## config.mk

```make
export PLATFORM = sky130hd
export DESIGN_NAME = io_window_bridge
export DESIGN_NICKNAME = d
export VERILOG_FILES = /design/src/rtl/io_bridge_pkg.sv /design/src/rtl/io_addr_decode.sv /design/src/rtl/io_byte_lane.sv /design/src/rtl/io_bridge_ctrl.sv /design/src/rtl/io_window_bridge.sv
export SDC_FILE = /design/constraint.sdc
export NUM_CORES = 1
export LEC_CHECK = 0
export BUFFER_PORTS_ARGS = -buffer_cell sky130_fd_sc_hd__buf_2
export CORE_ASPECT_RATIO = 1.4
export CORE_MARGIN = 4
export CORE_UTILIZATION = 44
export CTS_CLUSTER_SIZE = 20
export DETAILED_ROUTE_END_ITERATION = 7
export GPL_TIMING_DRIVEN = 0
export HOLD_SLACK_MARGIN = 0.1
export PLACE_DENSITY = 0.78
export REMOVE_ABC_BUFFERS = 1
export SLEW_MARGIN = 20
export SYNTH_ARGS = -nofsm -noshare
export SYNTH_HDL_FRONTEND = slang
export SYNTH_SLANG_ARGS = --single-unit
export TNS_END_PERCENT = 50
```

## constraint.sdc

```tcl
create_clock -name clk -period 2.1 [get_ports clk]
set_clock_uncertainty 0.2 [all_clocks]
set_input_delay 0.105 -clock clk [delete_from_list [all_inputs] [get_ports clk]]
set_output_delay 0.105 -clock clk [all_outputs]
set_load 0.05 [all_outputs]
```

## src/rtl/io_bridge_pkg.sv

```systemverilog
package io_bridge_pkg;

  typedef enum logic [1:0] {
    ST_IDLE = 2'd0,
    ST_IO   = 2'd1,
    ST_RESP = 2'd2
  } bridge_state_e;

  typedef enum logic [1:0] {
    RG_NONE = 2'd0,
    RG_IO   = 2'd1,
    RG_IACK = 2'd2
  } region_e;

  localparam logic [1:0] SZ_BYTE = 2'd0;
  localparam logic [1:0] SZ_HALF = 2'd1;
  localparam logic [1:0] SZ_WORD = 2'd2;

endpackage

```

## src/rtl/io_addr_decode.sv

```systemverilog
module io_addr_decode
  import io_bridge_pkg::*;
#(
  parameter int              ADDR_W     = 32,
  parameter int              PORT_W     = 16,
  parameter logic [ADDR_W-1:0] WIN_BASE  = 32'h8000_0000,
  parameter int              WIN_BYTES  = 32'h0080_0000,
  parameter logic [ADDR_W-1:0] IACK_BASE = 32'hBFFF_FFF0,
  parameter int              IACK_BYTES = 4,
  parameter int              PAGE_SHIFT = 12,
  parameter int              GROUP_BITS = 5
) (
  input  logic [ADDR_W-1:0] addr,
  input  logic              sparse,
  output region_e           region,
  output logic [PORT_W-1:0] port,
  output logic              iack_vec_sel
);
  localparam int OFF_W = $clog2(WIN_BYTES);
  localparam logic [ADDR_W:0] WIN_LO  = {1'b0, WIN_BASE};
  localparam logic [ADDR_W:0] WIN_HI  = {1'b0, WIN_BASE} + (ADDR_W+1)'(WIN_BYTES);
  localparam logic [ADDR_W:0] IACK_LO = {1'b0, IACK_BASE};
  localparam logic [ADDR_W:0] IACK_HI = {1'b0, IACK_BASE} + (ADDR_W+1)'(IACK_BYTES);

  function automatic logic [PORT_W-1:0] contig_port(input logic [OFF_W-1:0] off);
    return PORT_W'(off);
  endfunction

  function automatic logic [PORT_W-1:0] sparse_port(input logic [OFF_W-1:0] off);
    logic [OFF_W-1:0] page;
    page = off >> PAGE_SHIFT;
    return PORT_W'({page, off[GROUP_BITS-1:0]});
  endfunction

  logic [ADDR_W:0]   addr_x;
  logic [ADDR_W-1:0] diff;
  logic [OFF_W-1:0]  offset;
  logic              hit_io;
  logic              hit_iack;

  always_comb begin
    addr_x   = {1'b0, addr};
    hit_io   = (addr_x >= WIN_LO) && (addr_x < WIN_HI);
    hit_iack = (addr_x >= IACK_LO) && (addr_x < IACK_HI);
    diff     = addr - WIN_BASE;
    offset   = diff[OFF_W-1:0];
    if (hit_io)        region = RG_IO;
    else if (hit_iack) region = RG_IACK;
    else               region = RG_NONE;
    port         = sparse ? sparse_port(offset) : contig_port(offset);
    iack_vec_sel = (addr[3:0] == 4'h0);
  end

endmodule

```

## src/rtl/io_byte_lane.sv

```systemverilog
module io_byte_lane
  import io_bridge_pkg::*;
#(
  parameter int DATA_W = 32
) (
  input  logic [DATA_W-1:0] d,
  input  logic [1:0]        size,
  input  logic              big_endian,
  output logic [DATA_W-1:0] q
);
  localparam int NB = DATA_W / 8;

  always_comb begin
    q = d;
    if (big_endian) begin
      if (size == SZ_HALF) begin
        q        = '0;
        q[7:0]   = d[15:8];
        q[15:8]  = d[7:0];
      end else if (size != SZ_BYTE) begin
        for (int i = 0; i < NB; i++) begin
          q[8*i +: 8] = d[8*(NB-1-i) +: 8];
        end
      end
    end
  end

endmodule

```

## src/rtl/io_bridge_ctrl.sv

```systemverilog
module io_bridge_ctrl
  import io_bridge_pkg::*;
#(
  parameter int DATA_W = 32,
  parameter int PORT_W = 16
) (
  input  logic              clk,
  input  logic              rst_n,
  input  logic              cpu_valid,
  input  logic              cpu_write,
  input  logic [1:0]        cpu_size,
  input  logic              cpu_be,
  input  region_e           region,
  input  logic [PORT_W-1:0] xl_port,
  input  logic [DATA_W-1:0] wdata_sw,
  input  logic [DATA_W-1:0] rd_sw,
  input  logic              io_ready,
  output bridge_state_e     state,
  output logic              lat_write,
  output logic [1:0]        lat_size,
  output logic              lat_be,
  output logic [PORT_W-1:0] lat_port,
  output logic [DATA_W-1:0] lat_wdata,
  output logic [DATA_W-1:0] rsp_data,
  output logic              acc_fire,
  output logic              io_fire
);
  assign acc_fire = cpu_valid && (state == ST_IDLE);
  assign io_fire  = (state == ST_IO) && io_ready;

  always_ff @(posedge clk) begin
    if (!rst_n) begin
      state     <= ST_IDLE;
      lat_write <= 1'b0;
      lat_size  <= SZ_BYTE;
      lat_be    <= 1'b0;
      lat_port  <= '0;
      lat_wdata <= '0;
      rsp_data  <= '0;
    end else begin
      unique case (state)
        ST_IDLE: begin
          if (acc_fire) begin
            lat_write <= cpu_write;
            lat_size  <= cpu_size;
            lat_be    <= cpu_be;
            lat_port  <= xl_port;
            lat_wdata <= wdata_sw;
            if (region == RG_IO) begin
              state <= ST_IO;
            end else begin
              rsp_data <= rd_sw;
              state    <= ST_RESP;
            end
          end
        end
        ST_IO: begin
          if (io_ready) begin
            rsp_data <= lat_write ? '0 : rd_sw;
            state    <= ST_RESP;
          end
        end
        ST_RESP: state <= ST_IDLE;
        default: state <= ST_IDLE;
      endcase
    end
  end

endmodule

```

## src/rtl/io_window_bridge.sv

```systemverilog
module io_window_bridge
  import io_bridge_pkg::*;
#(
  parameter int                ADDR_W     = 32,
  parameter int                DATA_W     = 32,
  parameter int                PORT_W     = 16,
  parameter int                VEC_W      = 8,
  parameter logic [ADDR_W-1:0] WIN_BASE   = 32'h8000_0000,
  parameter int                WIN_BYTES  = 32'h0080_0000,
  parameter logic [ADDR_W-1:0] IACK_BASE  = 32'hBFFF_FFF0,
  parameter int                IACK_BYTES = 4,
  parameter int                PAGE_SHIFT = 12,
  parameter int                GROUP_BITS = 5
) (
  input  logic              clk,
  input  logic              rst_n,
  input  logic              cpu_valid,
  output logic              cpu_ready,
  input  logic              cpu_write,
  input  logic [ADDR_W-1:0] cpu_addr,
  input  logic [1:0]        cpu_size,
  input  logic [DATA_W-1:0] cpu_wdata,
  input  logic              cpu_big_endian,
  input  logic              map_sparse,
  input  logic [VEC_W-1:0]  iack_vec,
  output logic              cpu_done,
  output logic [DATA_W-1:0] cpu_rdata,
  output logic              io_valid,
  input  logic              io_ready,
  output logic              io_write,
  output logic [PORT_W-1:0] io_port,
  output logic [1:0]        io_size,
  output logic [DATA_W-1:0] io_wdata,
  input  logic [DATA_W-1:0] io_rdata
);
  region_e           region;
  logic [PORT_W-1:0] xl_port;
  logic              iack_vec_sel;
  logic [DATA_W-1:0] wdata_sw;
  logic [DATA_W-1:0] rd_raw;
  logic [DATA_W-1:0] rd_sw;
  logic [1:0]        rd_size;
  logic              rd_be;
  logic [DATA_W-1:0] local_rd;
  bridge_state_e     state;
  logic              lat_write;
  logic [1:0]        lat_size;
  logic              lat_be;
  logic [PORT_W-1:0] lat_port;
  logic [DATA_W-1:0] lat_wdata;
  logic [DATA_W-1:0] rsp_data;

  // named events for the checker
  logic acc_fire;
  logic io_fire;
  logic acc_io;
  logic acc_local;

  io_addr_decode #(
    .ADDR_W    (ADDR_W),
    .PORT_W    (PORT_W),
    .WIN_BASE  (WIN_BASE),
    .WIN_BYTES (WIN_BYTES),
    .IACK_BASE (IACK_BASE),
    .IACK_BYTES(IACK_BYTES),
    .PAGE_SHIFT(PAGE_SHIFT),
    .GROUP_BITS(GROUP_BITS)
  ) u_decode (
    .addr        (cpu_addr),
    .sparse      (map_sparse),
    .region      (region),
    .port        (xl_port),
    .iack_vec_sel(iack_vec_sel)
  );

  io_byte_lane #(.DATA_W(DATA_W)) u_wr_lane (
    .d         (cpu_wdata),
    .size      (cpu_size),
    .big_endian(cpu_big_endian),
    .q         (wdata_sw)
  );

  always_comb begin
    local_rd = '0;
    if (region == RG_IACK && !cpu_write && iack_vec_sel) begin
      local_rd = DATA_W'(iack_vec);
    end
    if (state == ST_IO) begin
      rd_raw  = io_rdata;
      rd_size = lat_size;
      rd_be   = lat_be;
    end else begin
      rd_raw  = local_rd;
      rd_size = cpu_size;
      rd_be   = cpu_big_endian;
    end
  end

  io_byte_lane #(.DATA_W(DATA_W)) u_rd_lane (
    .d         (rd_raw),
    .size      (rd_size),
    .big_endian(rd_be),
    .q         (rd_sw)
  );

  io_bridge_ctrl #(.DATA_W(DATA_W), .PORT_W(PORT_W)) u_ctrl (
    .clk      (clk),
    .rst_n    (rst_n),
    .cpu_valid(cpu_valid),
    .cpu_write(cpu_write),
    .cpu_size (cpu_size),
    .cpu_be   (cpu_big_endian),
    .region   (region),
    .xl_port  (xl_port),
    .wdata_sw (wdata_sw),
    .rd_sw    (rd_sw),
    .io_ready (io_ready),
    .state    (state),
    .lat_write(lat_write),
    .lat_size (lat_size),
    .lat_be   (lat_be),
    .lat_port (lat_port),
    .lat_wdata(lat_wdata),
    .rsp_data (rsp_data),
    .acc_fire (acc_fire),
    .io_fire  (io_fire)
  );

  assign acc_io    = acc_fire && (region == RG_IO);
  assign acc_local = acc_fire && (region != RG_IO);

  assign cpu_ready = (state == ST_IDLE);
  assign cpu_done  = (state == ST_RESP);
  assign cpu_rdata = rsp_data;
  assign io_valid  = (state == ST_IO);
  assign io_write  = lat_write;
  assign io_port   = lat_port;
  assign io_size   = lat_size;
  assign io_wdata  = lat_wdata;

endmodule

```

Yosys cells after proc, flatten, opt, wreduce, memory -nomap -nowiden
Cells that the tools add are included.
W data, S select, Z words.

storage, ports and cells
  flip-flop bits (word level) = 86
  input port bits = 113
  output and inout bits = 86
  word-level logic and storage cells = 57

cells by class
  add/sub/neg operators = 1
  magnitude comparators = 4
  equality and inequality tests = 9
  muxes and demuxes = 22
  reduce and logical (&&, ||, !) cells = 14

operator list
  operator                 count
  $mux W32                 11
  $ge A32 B32 Y1 const B   2
  $lt A32 B32 Y1 const B   2
  $pmux W32 S2             1
  $sub A23 B1 Y23 const B  1
  $mux W16                 1
  $mux W2                  6
  $eq A2 B1 Y1 const B     4
  $mux W8                  1
  $reduce_bool A2 Y1       3
  $logic_and A1 B1 Y1      5
  $eq A2 B2 Y1 const B     2
  $logic_not A4 Y1         1
  $ne A2 B1 Y1 const B     2
  $pmux W2 S2              1
  $reduce_and A2 Y1        2
  $reduce_and A4 Y1        1
  $logic_not A2 Y1         1
  $ne A2 B2 Y1 const B     1
  $logic_not A1 Y1         1
  $mux W1                  1

Logic depth before layout (Yosys ltp)
Gate-level depths: netlist of the first run.

  word-level depth = 15
  gate-level depth with buffers = 9
  mapped depth without buffers = 6

Cells and area by module
From an unflattened synthesis of the first run, not the netlist that was laid out.

second synthesis, totals
  cells, all modules = 602
  area total of the unflattened synthesis = 4,963.5 sq um

modules (own cells, without submodules)
  module            times used  cells an instance  area an instance (sq um)  seq. area each (sq um)
  io_bridge_ctrl    1           315                2,937.8                   1,721.7
  io_byte_lane      2           96                 660.6                     0.0
  io_window_bridge  1           62                 434.2                     0.0
  io_addr_decode    1           33                 270.3                     0.0

Least setup slack after synthesis of the first run
Ideal clock, no wire load.

  path kind = register -> register
  start point = reg u_ctrl.state[1]
  end point = reg u_ctrl.lat_port[10]
  setup time = 0.086 ns
  arrival = 2.007 ns
  data required time = 1.814 ns
  path slack = -0.192 ns
  stages on the path, launching flop included = 7
  buffers on the path = 2
  clock period less this slack = 2.292 ns
  path through = dfxtp_1 > nor2_1 > and2_1 > clkbuf_1 > clkbuf_1 > nor2_1 > a211oi_1

on the way
  longest elaborated chain between the ends = 3

RTL lines
  element                               RTL line                RTL
  from (decl)                           io_bridge_ctrl.sv:18    output bridge_state_e state,
  from (signal assigned)                io_bridge_ctrl.sv:33    state <= ST_IDLE;
  from (signal assigned)                io_bridge_ctrl.sv:50    state <= ST_IO;
  from (signal assigned)                io_bridge_ctrl.sv:53    state <= ST_RESP;
  $logic_not A2 Y1 *                    n/a
  via cpu_ready                         io_window_bridge.sv:18  output logic cpu_ready,
  $logic_and A1 B1 Y1                   io_bridge_ctrl.sv:28    assign acc_fire = cpu_valid && (state == ST_IDLE);
  $reduce_and A2 Y1 (no source line) *  n/a
  to (signal assigned)                  io_bridge_ctrl.sv:47    lat_port <= xl_port;
  to (decl)                             io_bridge_ctrl.sv:22    output logic [PORT_W-1:0] lat_port,

The timed path passes the listed nets; every way through them passes the cells marked *.
A chain may end at the register's enable or synchronous reset.

Worst setup path after layout of the first run
  start point = reg u_ctrl.state[0]
  end point = reg u_ctrl.rsp_data[3]

on the way
  longest elaborated chain between the ends = 9
  elaborated cells on any way between the ends = 21
  classes of those cells = eq/ne: 5; mux: 11; reduce/logical: 5

RTL lines
  element                             RTL line                                    RTL
  $eq A2 B1 Y1                        n/a
  $mux W2                             io_window_bridge.sv:88                      if (state == ST_IO) begin
  $reduce_bool A2 Y1                  io_byte_lane.sv:20                          end else if (size != SZ_BYTE) begin
  $mux W32                            io_byte_lane.sv:20
  $mux W32                            io_byte_lane.sv:16                          if (size == SZ_HALF) begin
  $mux W32                            io_byte_lane.sv:15                          if (big_endian) begin
  $mux W32, on equally long branches  io_bridge_ctrl.sv:59, io_bridge_ctrl.sv:49
  $mux W32, on equally long branches  io_bridge_ctrl.sv:58, io_bridge_ctrl.sv:43
  $pmux W32 S2                        io_bridge_ctrl.sv:41                        unique case (state)
  to (signal assigned)                io_bridge_ctrl.sv:52                        rsp_data <= rd_sw;
  to (signal assigned)                io_bridge_ctrl.sv:59                        rsp_data <= lat_write ? '0 : rd_sw;
  to (decl)                           io_bridge_ctrl.sv:24                        output logic [DATA_W-1:0] rsp_data,

Parallel ways exist; a longest one is shown, timed or not. The select of a mux whose other input is x is not followed.

==> impl_metrics.ini, run 1 <==
[logic_synthesis]
async_reset_ff_share_pct = 0
yosysSeqAreaShare_pct = 36.8
synth_flop_cell = dfxtp_1
syn_inst = 573
ys_warn_count = 0
syn_avg_cell_area_um2 = 8.17
synth_enable_flop_cells = 0
synthTopCellsByArea = dfxtp_1 37%, a21oi_1 6.6%, a221oi_1 6.0%, o21ai_0 5.6%, nand2_1 4.4%
synth_top_cell_by_area = dfxtp_1
synth_seq_cells = 86
synth_cell_types = 64
yosys.area.top_type_share_pct = 36.8
syn_area_um2 = 4680

[timing]
fmax_ghz = 0.477
timing.final.ws_setup_ps = 4.61
grt_setup_unrepaired = yes
relSlewSlack_pct = 46.5
fin_setup_tns_ps = 0
hold-worst-slack_ps = 148
hold_viol = 0
finalCritPeriodShare_pct = 99.8
slew_violations = 0
fin_crit_ps = 2100
finalSetupViolations = 0
worst_pin_slew_ps = 801

[setup_path]
crit_fanout = 26
cp-start-kind = flip-flop
cp_top_family = compound AO/OA/AOI/OAI gates
timing.critical_path.buf_inv = 1
worst-r2r-cell-count = 6
path_depth = 6
slowest_stage = dfxtp_4
cp.arrival_ps = 2120
crit_chain = nand2b_4 > inv_8 > mux2_2 > o221ai_1 > a21oi_1 > a22o_1
cp-end-kind = flip-flop
crit_required_ps = 2130
cpPeakStageDelay_ps = 470
critPathKind = flip-flop to flip-flop

[power_and_ir_drop]
p_per_area_nw_per_um2 = 643
vdd_ir_drop_max_mv = 0.566
p_leak_nw = 3.27
power_mw = 4.78

[global_route]
grt_pass1_vias = 6018
grt_pass1_wl_um = 30100
grt_start_max_net_pins = 71
antenna_found_initial = 0
grt_use_total_pct = 31.0
overflow = 0

[detailed_routing]
drc_errors = 0
finalWirelength_um = 19900
drt-wirelength-per-cell_um = 19.6
routed_via_density = 6.07
drt_iter0_markers = 494
num_vias = 6164
drt_first_pass_iters = 5
ant_nets = 0

[placement]
place_congestion = 0.945
port_buffers = 198
placed_cell_area_um2 = 5660
dpl.hpwl_um = 12300
place_ws_ps = -967

[clocking]
worstSkewPairLatency_ps = 330
cts_tree = yes
clk_pin_slew_ps = 70
clockBufferDepth = 2
cts.sinks = 86
htreeDepth = 3
cts_made_buffers = 9
root_buffer = clkbuf_16

[floorplan]
rows = 44
boundaryPins = 199
die_y_um = 130
design.die.area_um2 = 12400
start_util_pct = 45.0
die_w_um = 95.2
core-area_um2 = 10400

[worst_hold_path]
min_path_type = input pin to flip-flop
hold_depth = 3

[cells_and_area]
diodes = 0
drive_gt1_share_pct = 31.5
fin_area_um2 = 7440
syn_to_final_growth_pct = 58.9
n_fill_cell = 758
finalNetCount = 985

[flow_run]
max_cap_violations = 0

[outcome]
status = finished, final reports clean
-- registers in the layout, indices dropped and copies added, names as in the netlist --
register	cells
u_ctrl.lat_port	16
u_ctrl.lat_write	1
u_ctrl.rsp_data	32
u_ctrl.lat_be	1
u_ctrl.state	2
u_ctrl.lat_size	2
u_ctrl.lat_wdata	32
-- cells in the final DEF, fill, tap and decap left out, types with 3 or more instances in the layout --
cell | Yosys | routed
o22ai_1 | 3 | 3
a211oi_1 | 14 | 14
a221o_1 | 9 | 9
dfxtp_4 | 0 | 4
dlygate4sd3_1 | 0 | 118
dfxtp_1 | 86 | 82
nor3_1 | 20 | 19
nand3b_1 | 4 | 4
nand4_1 | 12 | 12
buf_2 | 2 | 199
clkbuf_16 | 0 | 9
buf_12 | 0 | 3
nor2b_1 | 13 | 13
nand3_1 | 7 | 7
a221oi_1 | 32 | 30
nand2b_1 | 4 | 3
a32oi_1 | 8 | 8
nand2_2 | 0 | 3
nor2_1 | 44 | 42
o21ai_0 | 52 | 51
a21oi_1 | 62 | 61
nand2_1 | 55 | 51
a21o_1 | 10 | 10
mux2i_1 | 14 | 14
buf_4 | 1 | 13
inv_1 | 15 | 14
a22oi_1 | 9 | 9
a22o_1 | 4 | 4
-- metrics by stage --
step	util [%]	std cells
2_1_floorplan	-	526
3_3_place_gp	53.7	862
3_5_place_dp	54.4	866
4_1_cts	69.7	1002
5_1_grt	71.5	1015
6_report	71.5	1015
-- synthesized netlist by cell type, drive strengths merged, types with 3 or more instances --
master   n
a211oi  14
a21o    11
a21oi   62
a221o   11
a221oi  32
a22o     4
a22oi    9
a32oi    8
and2     4
buf      6
clkbuf  40
dfxtp   86
inv     16
mux2i   16
nand2   55
nand2b   4
nand3    7
nand3b   4
nand4   12
nor2    44
nor2b   13
nor3    21
nor4     3
o21ai   55
o22ai    3
o31ai    3
-- per-layer routing --
metal | GRT usage, % | up-vias | wire [µm]
met5 | 0 | - | 0
met4 | 20.7 | 0 | 1150
met3 | 5.02 | 93 | 1570
met2 | 53.4 | 440 | 9920
met1 | 34.8 | 2863 | 7230
li1 | - | 2768 | -
-- cell families (layout without fill, tap and decap cells) --
kind of cell           count (synthesis)  after routing  synth area share [%]
AOI/OAI and AO/OA                    229            229                  33.2
and+or+nand+nor                      176            177                  18.9
muxes                                 18             18                  4.14
buffers and inverters                 64            367                  6.98
DFF                                   86             86                  36.8
-- final cells by class --
class,instances,area (µm²),share of cell area [%]
repair buffers,334,2350,31.6
multi-input cells,424,2770,37.3
flip-flops and latches,86,1740,23.4
inverters,17,71.3,0.959
clock inverters,5,81.3,1.09
well taps,138,173,2.32
clock buffers,11,253,3.40
-- worst register-to-register path: cells and delay by family, from the launching register on --
| family | cells | cell delay (ps) |
|---|---|---|
| simple gates | 1 | 120 |
| mux | 1 | 410 |
| compound gates | 3 | 600 |
| buf+inv | 1 | 190 |
| flops | 1 | 470 |
-- final timing paths --
check        slack [ps]                 from                    to
min                 150          cpu_size[1]  u_ctrl.lat_wdata[10]
max reg2reg           5      u_ctrl.state[0]    u_ctrl.rsp_data[3]
max                   5      u_ctrl.state[0]    u_ctrl.rsp_data[3]
min reg2reg         260  u_ctrl.rsp_data[18]   u_ctrl.rsp_data[18]
-- timing repair --
| item | in CTS | in global routing |
|---|---|---|
| cloned | 0 | 1 |
| pin swaps | 0 | 4 |
| hold buffers | 118 | 0 |
| endpoints found under the setup margin | 34 | 26 |
| setup buffers | 2 | 12 |
| resized for setup | 16 | 16 |
| hold endpoints to repair | 85 | 0 |
-- power breakdown --
part	leakage, nW	switching [mW]	internal (mW)
registers	0.708	0.0578	1.71
logic	2.40	0.751	0.466
clock network	0.162	0.690	1.11
Power figures use the tool's default switching activity.
==> run 2: changes to the inputs <==
--- a/config.mk
+++ b/config.mk
@@ -6,12 +6,11 @@
 export NUM_CORES = 1
 export LEC_CHECK = 0
 export BUFFER_PORTS_ARGS = -buffer_cell sky130_fd_sc_hd__buf_2
-export CORE_ASPECT_RATIO = 1.4
+export CORE_ASPECT_RATIO = 1.75
 export CORE_MARGIN = 4
 export CORE_UTILIZATION = 44
 export CTS_CLUSTER_SIZE = 20
 export DETAILED_ROUTE_END_ITERATION = 7
-export GPL_TIMING_DRIVEN = 0
 export HOLD_SLACK_MARGIN = 0.1
 export PLACE_DENSITY = 0.78
 export REMOVE_ABC_BUFFERS = 1
==> run 2 against run 1 <==
Hold slack improved by 28 ps. Worst setup slack better by 13 ps. Clock power decreased by 7%. Critical path depth unchanged. Clock-buffer cell count down 1. Die area grew 0.33%. First-iteration DRC count shrank 0.40%. Non-clock buffer count rose by 9. Combinational power about the same. Flip-flop and latch count did not move. Register-to-register slack about the same. Largest power group is now sequential cells. Highest routed layer unchanged.
==> impl_metrics.ini, run 2 (synthesis results as in run 1) <==
[clocking]
cts_made_buffers = 9
htreeDepth = 3
cts_tree = yes
postCtsSetupBuffers = 0
worstSkewPairLatency_ps = 340
clockBufferDepth = 2
clk_pin_slew_ps = 70
root_buffer = clkbuf_16
cts.sinks = 86

[floorplan]
die_y_um = 144
start_util_pct = 45.2
die_w_um = 86.0
rows = 49
core-area_um2 = 10400
boundaryPins = 199
design.die.area_um2 = 12400

[flow_run]
max_cap_violations = 0

[cells_and_area]
fin_area_um2 = 7290
n_fill_cell = 785
reg.largest.list = u_ctrl.lat_wdata x32, u_ctrl.rsp_data x32, u_ctrl.lat_port x16
finalNonFillerCells = 1015
final_cell_mix = 198 x buf_2, 106 x dlygate4sd3_1, 86 x dfxtp_1
drive_gt1_share_pct = 31.4
final_common_cell = buf_2
finalNetCount = 993
syn_to_final_growth_pct = 55.8

[placement]
dpl.hpwl_um = 13900
place_congestion = 0.976
dp_cells = 890
place_ws_ps = 11.8
placed_cell_area_um2 = 5900
port_buffers = 198

[outcome]
status = finished, final reports clean

[detailed_routing]
finalWirelength_um = 20900
drt_iter0_markers = 492
drc_errors = 0
drt-wirelength-per-cell_um = 20.5
ant_nets = 0
drt_first_pass_iters = 5
routed_via_density = 6.19
num_vias = 6286

[power_and_ir_drop]
p_per_area_nw_per_um2 = 637
power_mw = 4.64
p_leak_nw = 3.26
vdd_ir_drop_max_mv = 0.499

[timing]
worst_pin_slew_ps = 743
finalSetupViolations = 0
fin_crit_ps = 2080
timing.final.ws_setup_ps = 18.1
hold_viol = 0
fin_setup_tns_ps = 0
relSlewSlack_pct = 50.1
slew_violations = 0
finalCritPeriodShare_pct = 99.1
fmax_ghz = 0.480
grt_setup_unrepaired = yes

[global_route]
grt_pass1_wl_um = 32300
grt_pass1_vias = 6653
antenna_found_initial = 1
overflow = 0
grt_use_total_pct = 32.8
grt_start_max_net_pins = 71

[setup_path]
cp.arrival_ps = 2110
crit_fanout = 11
cp-end-kind = flip-flop
crit_required_ps = 2130
cp-start-kind = flip-flop
critPathKind = flip-flop to flip-flop

[worst_hold_path]
min_path_type = input pin to flip-flop
[run 2: cell types whose count changed in the layout (fill, tap and decap cells not counted), sizes merged]
cell | previous run | this run
buf | 216 | 237
dlygate4sd3 | 118 | 106
diode | 0 | 3
and4 | 3 | 2
bufinv | 2 | 1
clkbuf | 11 | 10
clkinvlp | 1 | 2
inv | 16 | 17
[run 2: path summary, 6_finish.rpt]
path / from / to / slack (ps) / cells after the start
min: cpu_addr[31] / u_ctrl.state[0] / 180 / 5
min reg2reg: u_ctrl.lat_port[1] / u_ctrl.lat_port[1] / 260 / 2
max: u_ctrl.state[1] / u_ctrl.rsp_data[14] / 20 / 6
max reg2reg: u_ctrl.state[1] / u_ctrl.rsp_data[14] / 20 / 6
[run 2: metrics by stage]
step	hold slack, ps	utilization (%)
6_report	176	70.4
5_1_grt	158	70.3
4_1_cts	137	70.2
3_5_place_dp	166	57.0
3_3_place_gp	159	57.0
2_1_floorplan	14.8	-
[run 2: routing by layer]
metal / share of wire (%) / track usage (%) / wire length, µm
met2: 52 / 58.9 / 10900
met5: 0 / 0 / 0
met3: 8.0 / 5.99 / 1660
met4: 6.9 / 26.0 / 1440
met1: 33 / 32.5 / 6870
[run 2: power breakdown]
| part | total (mW) | internal, mW | switching, mW |
|---|---|---|---|
| Clock | 1.67 | 0.964 | 0.705 |
| Sequential | 1.76 | 1.71 | 0.0503 |
| Combinational | 1.21 | 0.451 | 0.758 |
| Total | 4.64 | 3.13 | 1.51 |
[run 2: worst max-delay path, stage by stage (launching register included)]
cell,delay [ps]
dfxtp_1,310
nand2b_1,240
inv_8,150
mux2i_2,430
o21ai_0,200
a21o_2,220
a32o_1,230
[run 2: timing repair]
| action | CTS | global route |
|---|---|---|
| hold buffers | 106 | 0 |
| resized for setup | 0 | 3 |
| endpoints found under the setup margin | 0 | 15 |
| hold endpoints to repair | 85 | 0 |
[run 2: area by class of cell]
cell class              instances  area, µm²  area share (%)
diodes                          3       7.51           0.103
inverters                      17       71.3           0.978
clock buffers                  10        239            3.28
flip-flops and latches         86       1720            23.6
well taps                     127        159            2.18
multi-input cells             423       2650            36.4
repair buffers                343       2370            32.5
clock inverters                 6       70.1           0.961
